**src/rtl/lin_hdr_pkg.sv**
```systemverilog
// Shared types for the LIN header transmitter.
package lin_hdr_pkg;
    // Sequencer phases of one header.
    typedef enum logic [2:0] {
        ST_IDLE  = 3'd0,
        ST_ARMED = 3'd1,
        ST_BREAK = 3'd2,
        ST_DELIM = 3'd3,
        ST_FRAME = 3'd4
    } hdr_state_t;
endpackage

```
**src/rtl/lin_hdr_hold.sv**
```systemverilog
// One-entry transmit holding register.
// Assumes: a write is taken only while empty; the sequencer pulses take
// exactly when the byte moves into the shifter.
module lin_hdr_hold #(
    parameter int DATA_W = 8
) (
    input  logic              clk,
    input  logic              rst_n,
    input  logic              wr_en,
    input  logic [DATA_W-1:0] wr_data,
    input  logic              take,
    output logic              full,
    output logic [DATA_W-1:0] data
);
    // Capture a byte when empty, and release it when the shifter takes it.
    always_ff @(posedge clk) begin
        if (!rst_n) begin
            full <= 1'b0;
            data <= '0;
        end else if (take) begin
            full <= 1'b0;
        end else if (wr_en && !full) begin
            full <= 1'b1;
            data <= wr_data;
        end
    end
endmodule

```
**src/rtl/lin_hdr_shift.sv**
```systemverilog
// Frame shifter: start bit, data LSB first, stop bit.
// Bit 0 of the register is the line value outside the break. The register
// refills with ones, so the line is recessive when nothing is shifting.
module lin_hdr_shift #(
    parameter int DATA_W = 8
) (
    input  logic              clk,
    input  logic              rst_n,
    input  logic              load,
    input  logic              shift_en,
    input  logic [DATA_W-1:0] load_data,
    output logic              line_bit
);
    localparam int FRAME_BITS = DATA_W + 2;

    logic [FRAME_BITS-1:0] sr;

    // Load a framed byte or move one bit toward the line.
    always_ff @(posedge clk) begin
        if (!rst_n) begin
            sr <= '1;
        end else if (load) begin
            sr <= {1'b1, load_data, 1'b0};
        end else if (shift_en) begin
            sr <= {1'b1, sr[FRAME_BITS-1:1]};
        end
    end

    assign line_bit = sr[0];
endmodule

```
**src/rtl/lin_hdr_seq.sv**
```systemverilog
// Header sequencer: arm, break, delimiter, then the queued frame.
// Assumes bit_tick is a single-cycle pulse. All phase changes after arming
// happen on a tick.
module lin_hdr_seq
    import lin_hdr_pkg::*;
#(
    parameter int DATA_W  = 8,
    parameter int CODE_W  = 2,
    parameter int BRK_MIN = 13
) (
    input  logic              clk,
    input  logic              rst_n,
    input  logic              bit_tick,
    input  logic              brk_start,
    input  logic [CODE_W-1:0] brk_len,
    input  logic              hold_full,
    output logic              take,
    output logic              shift_en,
    output logic              in_break,
    output logic              busy
);
    localparam int FRAME_BITS = DATA_W + 2;
    localparam int BRK_MAX    = BRK_MIN + (1 << CODE_W) - 1;
    localparam int CNT_MAX    = (BRK_MAX > FRAME_BITS) ? BRK_MAX : FRAME_BITS;
    localparam int CNT_W      = $clog2(CNT_MAX + 1);

    hdr_state_t       state;
    logic [CNT_W-1:0] cnt;
    logic [CNT_W-1:0] brk_last;

    assign take     = (state == ST_DELIM) && bit_tick && hold_full;
    assign shift_en = (state == ST_FRAME) && bit_tick;
    assign in_break = (state == ST_BREAK);
    assign busy     = (state != ST_IDLE);

    // Step through the header phases and count bit times within a phase.
    always_ff @(posedge clk) begin
        if (!rst_n) begin
            state    <= ST_IDLE;
            cnt      <= '0;
            brk_last <= '0;
        end else begin
            case (state)
                ST_IDLE: begin
                    if (brk_start) begin
                        state    <= ST_ARMED;
                        brk_last <= CNT_W'(BRK_MIN - 1) + CNT_W'(brk_len);
                    end
                end
                ST_ARMED: begin
                    if (bit_tick) begin
                        state <= ST_BREAK;
                        cnt   <= '0;
                    end
                end
                ST_BREAK: begin
                    if (bit_tick) begin
                        if (cnt == brk_last) begin
                            state <= ST_DELIM;
                        end else begin
                            cnt <= cnt + 1'b1;
                        end
                    end
                end
                ST_DELIM: begin
                    if (bit_tick) begin
                        cnt   <= '0;
                        state <= hold_full ? ST_FRAME : ST_IDLE;
                    end
                end
                ST_FRAME: begin
                    if (bit_tick) begin
                        if (cnt == CNT_W'(FRAME_BITS - 1)) begin
                            state <= ST_IDLE;
                        end else begin
                            cnt <= cnt + 1'b1;
                        end
                    end
                end
                default: state <= ST_IDLE;
            endcase
        end
    end
endmodule

```
**src/rtl/lin_hdr_tx.sv**
```systemverilog
// LIN master header transmitter top.
// Combines the sequencer, the holding register and the frame shifter.
// The line is forced dominant during the break. Otherwise it follows the
// shifter, which idles recessive.
module lin_hdr_tx #(
    parameter int DATA_W  = 8,
    parameter int CODE_W  = 2,
    parameter int BRK_MIN = 13
) (
    input  logic              clk,
    input  logic              rst_n,
    input  logic              bit_tick,
    input  logic              brk_start,
    input  logic [CODE_W-1:0] brk_len,
    input  logic              wr_en,
    input  logic [DATA_W-1:0] wr_data,
    output logic              tx_out,
    output logic              data_empty,
    output logic              busy
);
    logic              hold_full;
    logic [DATA_W-1:0] hold_data;
    logic              take;
    logic              shift_en;
    logic              in_break;
    logic              line_bit;

    lin_hdr_seq #(.DATA_W(DATA_W), .CODE_W(CODE_W), .BRK_MIN(BRK_MIN)) u_seq (
        .clk      (clk),
        .rst_n    (rst_n),
        .bit_tick (bit_tick),
        .brk_start(brk_start),
        .brk_len  (brk_len),
        .hold_full(hold_full),
        .take     (take),
        .shift_en (shift_en),
        .in_break (in_break),
        .busy     (busy)
    );

    lin_hdr_hold #(.DATA_W(DATA_W)) u_hold (
        .clk    (clk),
        .rst_n  (rst_n),
        .wr_en  (wr_en),
        .wr_data(wr_data),
        .take   (take),
        .full   (hold_full),
        .data   (hold_data)
    );

    lin_hdr_shift #(.DATA_W(DATA_W)) u_shift (
        .clk      (clk),
        .rst_n    (rst_n),
        .load     (take),
        .shift_en (shift_en),
        .load_data(hold_data),
        .line_bit (line_bit)
    );

    assign tx_out     = in_break ? 1'b0 : line_bit;
    assign data_empty = ~hold_full;
endmodule

```
**config.mk**
```make
export PLATFORM = sky130hd
export DESIGN_NAME = lin_hdr_tx
export DESIGN_NICKNAME = d
export VERILOG_FILES = /design/src/rtl/lin_hdr_pkg.sv /design/src/rtl/lin_hdr_hold.sv /design/src/rtl/lin_hdr_shift.sv /design/src/rtl/lin_hdr_seq.sv /design/src/rtl/lin_hdr_tx.sv
export SDC_FILE = /design/constraint.sdc
export NUM_CORES = 1
export LEC_CHECK = 0
export BUFFER_PORTS_ARGS = -buffer_cell sky130_fd_sc_hd__buf_2
export CAP_MARGIN = 20
export CORE_MARGIN = 2
export CORE_UTILIZATION = 60
export CTS_CLUSTER_SIZE = 8
export DETAILED_ROUTE_END_ITERATION = 10
export HOLD_SLACK_MARGIN = 0.05
export PLACE_DENSITY_LB_ADDON = 0.2
export SLEW_MARGIN = 20
export SYNTH_ARGS = -nofsm -noshare
export SYNTH_HDL_FRONTEND = slang
export SYNTH_SLANG_ARGS = --single-unit
```
**constraint.sdc**
```tcl
create_clock -name clk -period 3 [get_ports clk]
set_input_delay 0 -clock clk [delete_from_list [all_inputs] [get_ports clk]]
set_output_delay 0 -clock clk [all_outputs]
set_load 0.02 [all_outputs]
```
* Word-level counts from Yosys, hierarchy flattened
Index checks and enable logic that the tools add are counted.
** Storage, ports and cells
- Bits in registers :: 31
- Input port bits :: 15
- Output and inout port bits :: 3
** Cells by class
- Add/subtract/negate cells :: 2
- Eq/ne operators :: 16
- Muxes and demuxes :: 18
- Bitwise gates (word level) :: 3
- Reduce and logical (&&, ||, !) cells :: 15
** Operator list (count)
- 5-bit two-way mux :: 5
- 3-bit two-way mux :: 8
- 9-bit two-way mux :: 2
- 2-bit inequality test, second input constant :: 8
- 3-bit one-hot mux with 5 select lines :: 1
- 5-bit one-hot mux with 3 select lines :: 1
- 7-bit AND reduction :: 1
- 3-bit by 2-bit == test with 1-bit output, second input constant :: 2
- 6-bit AND reduction :: 1
- 3-bit nonzero test :: 2
- 4-bit by 2-bit adder with 5-bit output, first input constant :: 1
- 5-bit by 1-bit adder with 5-bit output, second input constant :: 1
- 5-bit by 4-bit == test with 1-bit output, second input constant :: 1
- 5-bit == test :: 1
- 1-bit logical AND :: 4
- 2-bit by 1-bit inequality test with 1-bit output, second input constant :: 2
- 2-bit AND reduction :: 2
- 2-bit OR reduction :: 2
- 3-bit by 1-bit == test with 1-bit output, second input constant :: 1
- 3-bit == test, second input constant :: 1
- 3-bit logical NOT :: 1
- 1-bit NOT :: 3
- 2-bit nonzero test :: 1
- 1-bit logical NOT :: 1
- 1-bit two-way mux :: 1

* Longest topological paths before layout
- Depth after elaboration :: 5
- Mapped depth :: 7

* Modules after synthesis
From an unflattened synthesis, not the netlist that was laid out.
** Unflattened totals
- Cell total of the unflattened synthesis :: 157
- Area total of the unflattened synthesis :: 1585.3 µm²
** By module, submodules not included
- lin_hdr_seq :: times used 1, cells an instance 77, area an instance 773.2 µm²
- lin_hdr_shift :: times used 1, cells an instance 39, area an instance 424.2 µm²
- lin_hdr_hold :: times used 1, cells an instance 39, area an instance 370.4 µm²
- lin_hdr_tx :: times used 1, cells an instance 2, area an instance 17.5 µm²

* Least setup slack after synthesis
Ideal clock, no wire load.
- Kind :: register -> register
- Start :: register u_seq.cnt[2]
- End :: register u_seq.cnt[3]
- Setup time :: 117 ps
- Data arrival time :: 1363 ps
- Data required time :: 2883 ps
- Setup slack :: 1520 ps
- Stages on the path, launching flop included :: 6
- Buffers on the path :: 0
- Period minus slack after synthesis :: 1480 ps
- Cells stage by stage :: dfxtp_1 > and2_1 > a211o_1 > a31oi_4 > nand2_2 > a32o_1
** Between the ends
- Word-level cells in the longest chain between the ends :: 4
- Elaborated cells between the ends (all ways) :: 11
** RTL lines
- start: declaration :: line lin_hdr_seq.sv:28 : logic [CNT_W-1:0] cnt;
- start signal: assignment :: line lin_hdr_seq.sv:61 : cnt <= cnt + 1'b1;
- start signal: assignment :: line lin_hdr_seq.sv:76 : cnt <= cnt + 1'b1;
- 5-bit by 1-bit adder with 5-bit output :: line lin_hdr_seq.sv:61, lin_hdr_seq.sv:76
- 5-bit two-way mux, on equally long branches :: line lin_hdr_seq.sv:73, lin_hdr_seq.sv:58
- 5-bit two-way mux, on equally long branches :: line lin_hdr_seq.sv:72, lin_hdr_seq.sv:57
- 5-bit one-hot mux with 3 select lines :: line lin_hdr_seq.sv:43 : case (state)
Parallel ways exist; a longest one is shown, timed or not. The select of a mux whose other input is x is not followed.
A chain may end at the register's enable or synchronous reset.

* Worst setup path in the final report
- Start :: register u_seq.state[0]
- End :: register u_shift.sr[4]
** Between the ends
- Word-level cells in the longest chain between the ends :: 4
- Elaborated cells between the ends (all ways) :: 7
** RTL lines
- start: declaration :: line lin_hdr_seq.sv:27 : hdr_state_t state;
- start signal: assignment :: line lin_hdr_seq.sv:68 : state <= hold_full ? ST_FRAME : ST_IDLE;
- 3-bit by 2-bit == test with 1-bit output :: line lin_hdr_seq.sv:31 : assign take = (state == ST_DELIM) && bit_tick && hold_full;
- 1-bit logical AND (2 in series) :: line lin_hdr_seq.sv:31
- 9-bit two-way mux or 2-bit nonzero test (tied branches)
- end signal: assignment :: line lin_hdr_shift.sv:23 : sr <= {1'b1, load_data, 1'b0};
- end signal: assignment :: line lin_hdr_shift.sv:25 : sr <= {1'b1, sr[FRAME_BITS-1:1]};
- end: declaration :: line lin_hdr_shift.sv:16 : logic [FRAME_BITS-1:0] sr;
Parallel ways exist; a longest one is shown, timed or not.

==> results.sh <==
export IMPL_finalSetupViolCount=0
export IMPL_io_pins=18
export IMPL_clock_path_buffers=2
export IMPL_wl_per_cell_um=13.15
export IMPL_worstPathArrival_ns=2.25
export IMPL_grt_max_degree=20
export IMPL_synth_top_family_by_area="simple AND/OR/NAND/NOR gates"
export IMPL_first_pass_iters=4
export IMPL_antenna_found_initial=0
export IMPL_utilization=0.7726
export IMPL_worst_setup_path_start_kind="flip-flop"
export IMPL_drive_gt1_frac=0.1799
export IMPL_synth_edf_count=0
export IMPL_wirelength_um=2853
export IMPL_fin_ws_ns=0.9692
export IMPL_numCtsBuffers=5
export IMPL_tns_ns=0
export IMPL_synth_nets=177
export IMPL_start_util=0.6380
export IMPL_layout_nets=205
export IMPL_power_density_mw_per_mm2=561.8
export IMPL_vdd_drop_max_mv=0.4126
export IMPL_drc_errors=0
export IMPL_die_h_um=52.50
export IMPL_cp_max_fo=19
export IMPL_n_antenna_cell=0
export IMPL_dpl_hpwl_um=1911
export IMPL_synth_distinct_cells=41
export IMPL_synth_main_ff_cell="dfxtp_1"
export IMPL_synthMuxAreaShare=0.1418
export IMPL_skew_ns=0.01196
export IMPL_cp_cell_sequence="nor2b_1 > nand4_2 > o21ai_0 > nand2_1"
export IMPL_synth_adder_area_share=0.01773
export IMPL_yosys_area_share_simple=0.2278
export IMPL_period_minus_slack_ns=2.031
export IMPL_yosysTopAreaCell="dfxtp_1"
export IMPL_synth_compound_area_share=0.1330
export IMPL_required_ns=3.22
export IMPL_slowest_delay_ns=0.56
export IMPL_post_cts_resized=0
export IMPL_clkTransAtPathRegs_ns=0.10
export IMPL_h_tree_depth=2
export IMPL_n_fill_cell=166
export IMPL_crit_type="flip-flop to flip-flop"
export IMPL_rows=17
export IMPL_synth_xor_area_share=0.01862
export IMPL_async_reset_ff_frac=0
export IMPL_grt_first_pass_wirelength_um=4719
export IMPL_fp_dieArea_mm2=0.002756
export IMPL_syn_avg_cell_area_um2=8.821
export IMPL_initialDrtViolationCount=9
export IMPL_cp_slowest_cell="nor2b_1"
export IMPL_hold_viol_final=0
export IMPL_die_w_um=52.50
export IMPL_cp_end_kind="flip-flop"
export IMPL_finalCritPeriodShare=0.6769
export IMPL_grt_remaining_overflow=0
export IMPL_dpl_worst_slack_ns=1.049
export IMPL_port_buffers=17
export IMPL_placed_cells=196
export IMPL_viasPerCell=5.525
export IMPL_synth_area_leaders="dfxtp_1 (41%), mux2i_1 (14%), nand2_1 (7.2%), nor2_1 (5.1%), o21ai_0 (3.2%)"
export IMPL_synth_seq_cells=29
export IMPL_vias=1199
export IMPL_synth_cells=160
export IMPL_grt_pass1_vias=1093
export IMPL_clk_latency_ns=0.33
export IMPL_yosysSeqAreaShare=0.4113
export IMPL_netlist_area_mm2=0.001411
export IMPL_fmax_mhz=492.4
export IMPL_stdcell_count=217
export IMPL_grt_setup_unrepaired="false"
export IMPL_power_total_mw=0.9602
export IMPL_slew_violations=0
export IMPL_tritoncts="built"
export IMPL_post_cts_buffers=0
export IMPL_antenna_left=0
export IMPL_coreArea_mm2=0.002212
export IMPL_leakagePower_nw=0.6974
export IMPL_yosysWarnings=0
export IMPL_slew_headroom=0.3642
export IMPL_cts_hold_buf=13
export IMPL_grt_usage=0.2432
export IMPL_cts_root_buffer="clkbuf_4"
export IMPL_cts_sinks=29
export IMPL_netlist_area_leader_share=0.4113
export IMPL_max_cap_viol_count=0
export IMPL_syn2layout_area_growth_pct=21.10
export IMPL_status="completed"
export IMPL_routabilityCongestion=0.8652
export IMPL_worst_slew_pin_slew_ns=0.9518
export IMPL_hold_class="input pin to flip-flop"
## layer usage
layer  wire, µm  global-route usage  share of wire
met1       1335              0.2991           0.47
met2       1394              0.3958           0.49
met3         78             0.06000          0.027
met4         44              0.1154          0.015
met5          0                   0              0
## power breakdown
part | internal [mW] | switching [mW] | leakage [nW]
sequential | 0.408 | 0.0302 | 0.237
clock | 0.199 | 0.137 | 0.0455
combinational | 0.0826 | 0.103 | 0.415
## area by class of cell
type | count | area, µm² | area share
Sequential cell | 29 | 580.6 | 0.3397
Clock buffer | 7 | 55.05 | 0.03221
Tap cell | 28 | 35.03 | 0.02050
Multi-Input combinational cell | 116 | 767.0 | 0.4488
Inverter | 5 | 18.77 | 0.01098
Clock inverter | 1 | 30.03 | 0.01757
Timing Repair Buffer | 31 | 222.7 | 0.1303
## cell families after synthesis
| logic type | Yosys count |
|---|---|
| compound gates | 25 |
| xor+xnor | 3 |
| fa+ha+maj | 2 |
| buf+inv | 15 |
| flops | 29 |
| mux | 20 |
| simple gates | 66 |
## placed cells by master (no fill, tap or decap), types with 2 or more instances in the layout
cell	n
dfxtp_1	29
nand2_1	27
mux2i_1	20
nor2_1	19
buf_2	17
dlygate4sd3_1	13
o21ai_0	9
clkbuf_4	5
inv_1	4
xor2_1	3
nand3_1	3
o22ai_1	3
a21oi_1	3
o21a_1	2
nor2b_1	2
nor4_1	2
ha_1	2
## critical path, delay by kind of cell, from the launching register on
kind	cells	cell delay (ns)
AOI/OAI and AO/OA	1	0.32
DFF	1	0.49
and+or+nand+nor	3	1.11
## worst paths after layout
check	start	endpoint	slack (ns)	depth (start not counted)
worst min register to register	u_hold.data[4]	u_shift.sr[5]	0.50	2
worst min-delay path	brk_start	u_seq.brk_last[2]	0.17	4
worst max register to register	u_seq.state[0]	u_shift.sr[4]	0.97	4
worst max-delay path	u_seq.state[0]	u_shift.sr[4]	0.97	4
## synthesized netlist by cell type (2+ instances only)
| cell | number |
|---|---|
| a21oi_1 | 3 |
| clkbuf_1 | 6 |
| dfxtp_1 | 29 |
| ha_1 | 2 |
| inv_1 | 4 |
| mux2i_1 | 20 |
| nand2_1 | 27 |
| nand3_1 | 3 |
| nor2_1 | 19 |
| nor2b_1 | 2 |
| nor4_1 | 2 |
| o21a_1 | 2 |
| o21ai_0 | 9 |
| o22ai_1 | 3 |
| xor2_1 | 3 |
## registers in the layout (all words and copies together) (netlist names)
| register | flops |
|---|---|
| u_shift.sr | 9 |
| u_hold.data | 8 |
| u_seq.cnt | 5 |
| u_seq.brk_last | 3 |
| u_seq.state | 3 |
| u_hold.full | 1 |
## per-stage QoR
step	hold slack, ns	area [µm²]
floorplan	0.1378	1411
global placement	0.2350	1494
detailed placement	0.2467	1494
CTS	0.1631	1709
global route	0.2164	1709
finish	0.1659	1709
(Power assumes the default switching activity.)
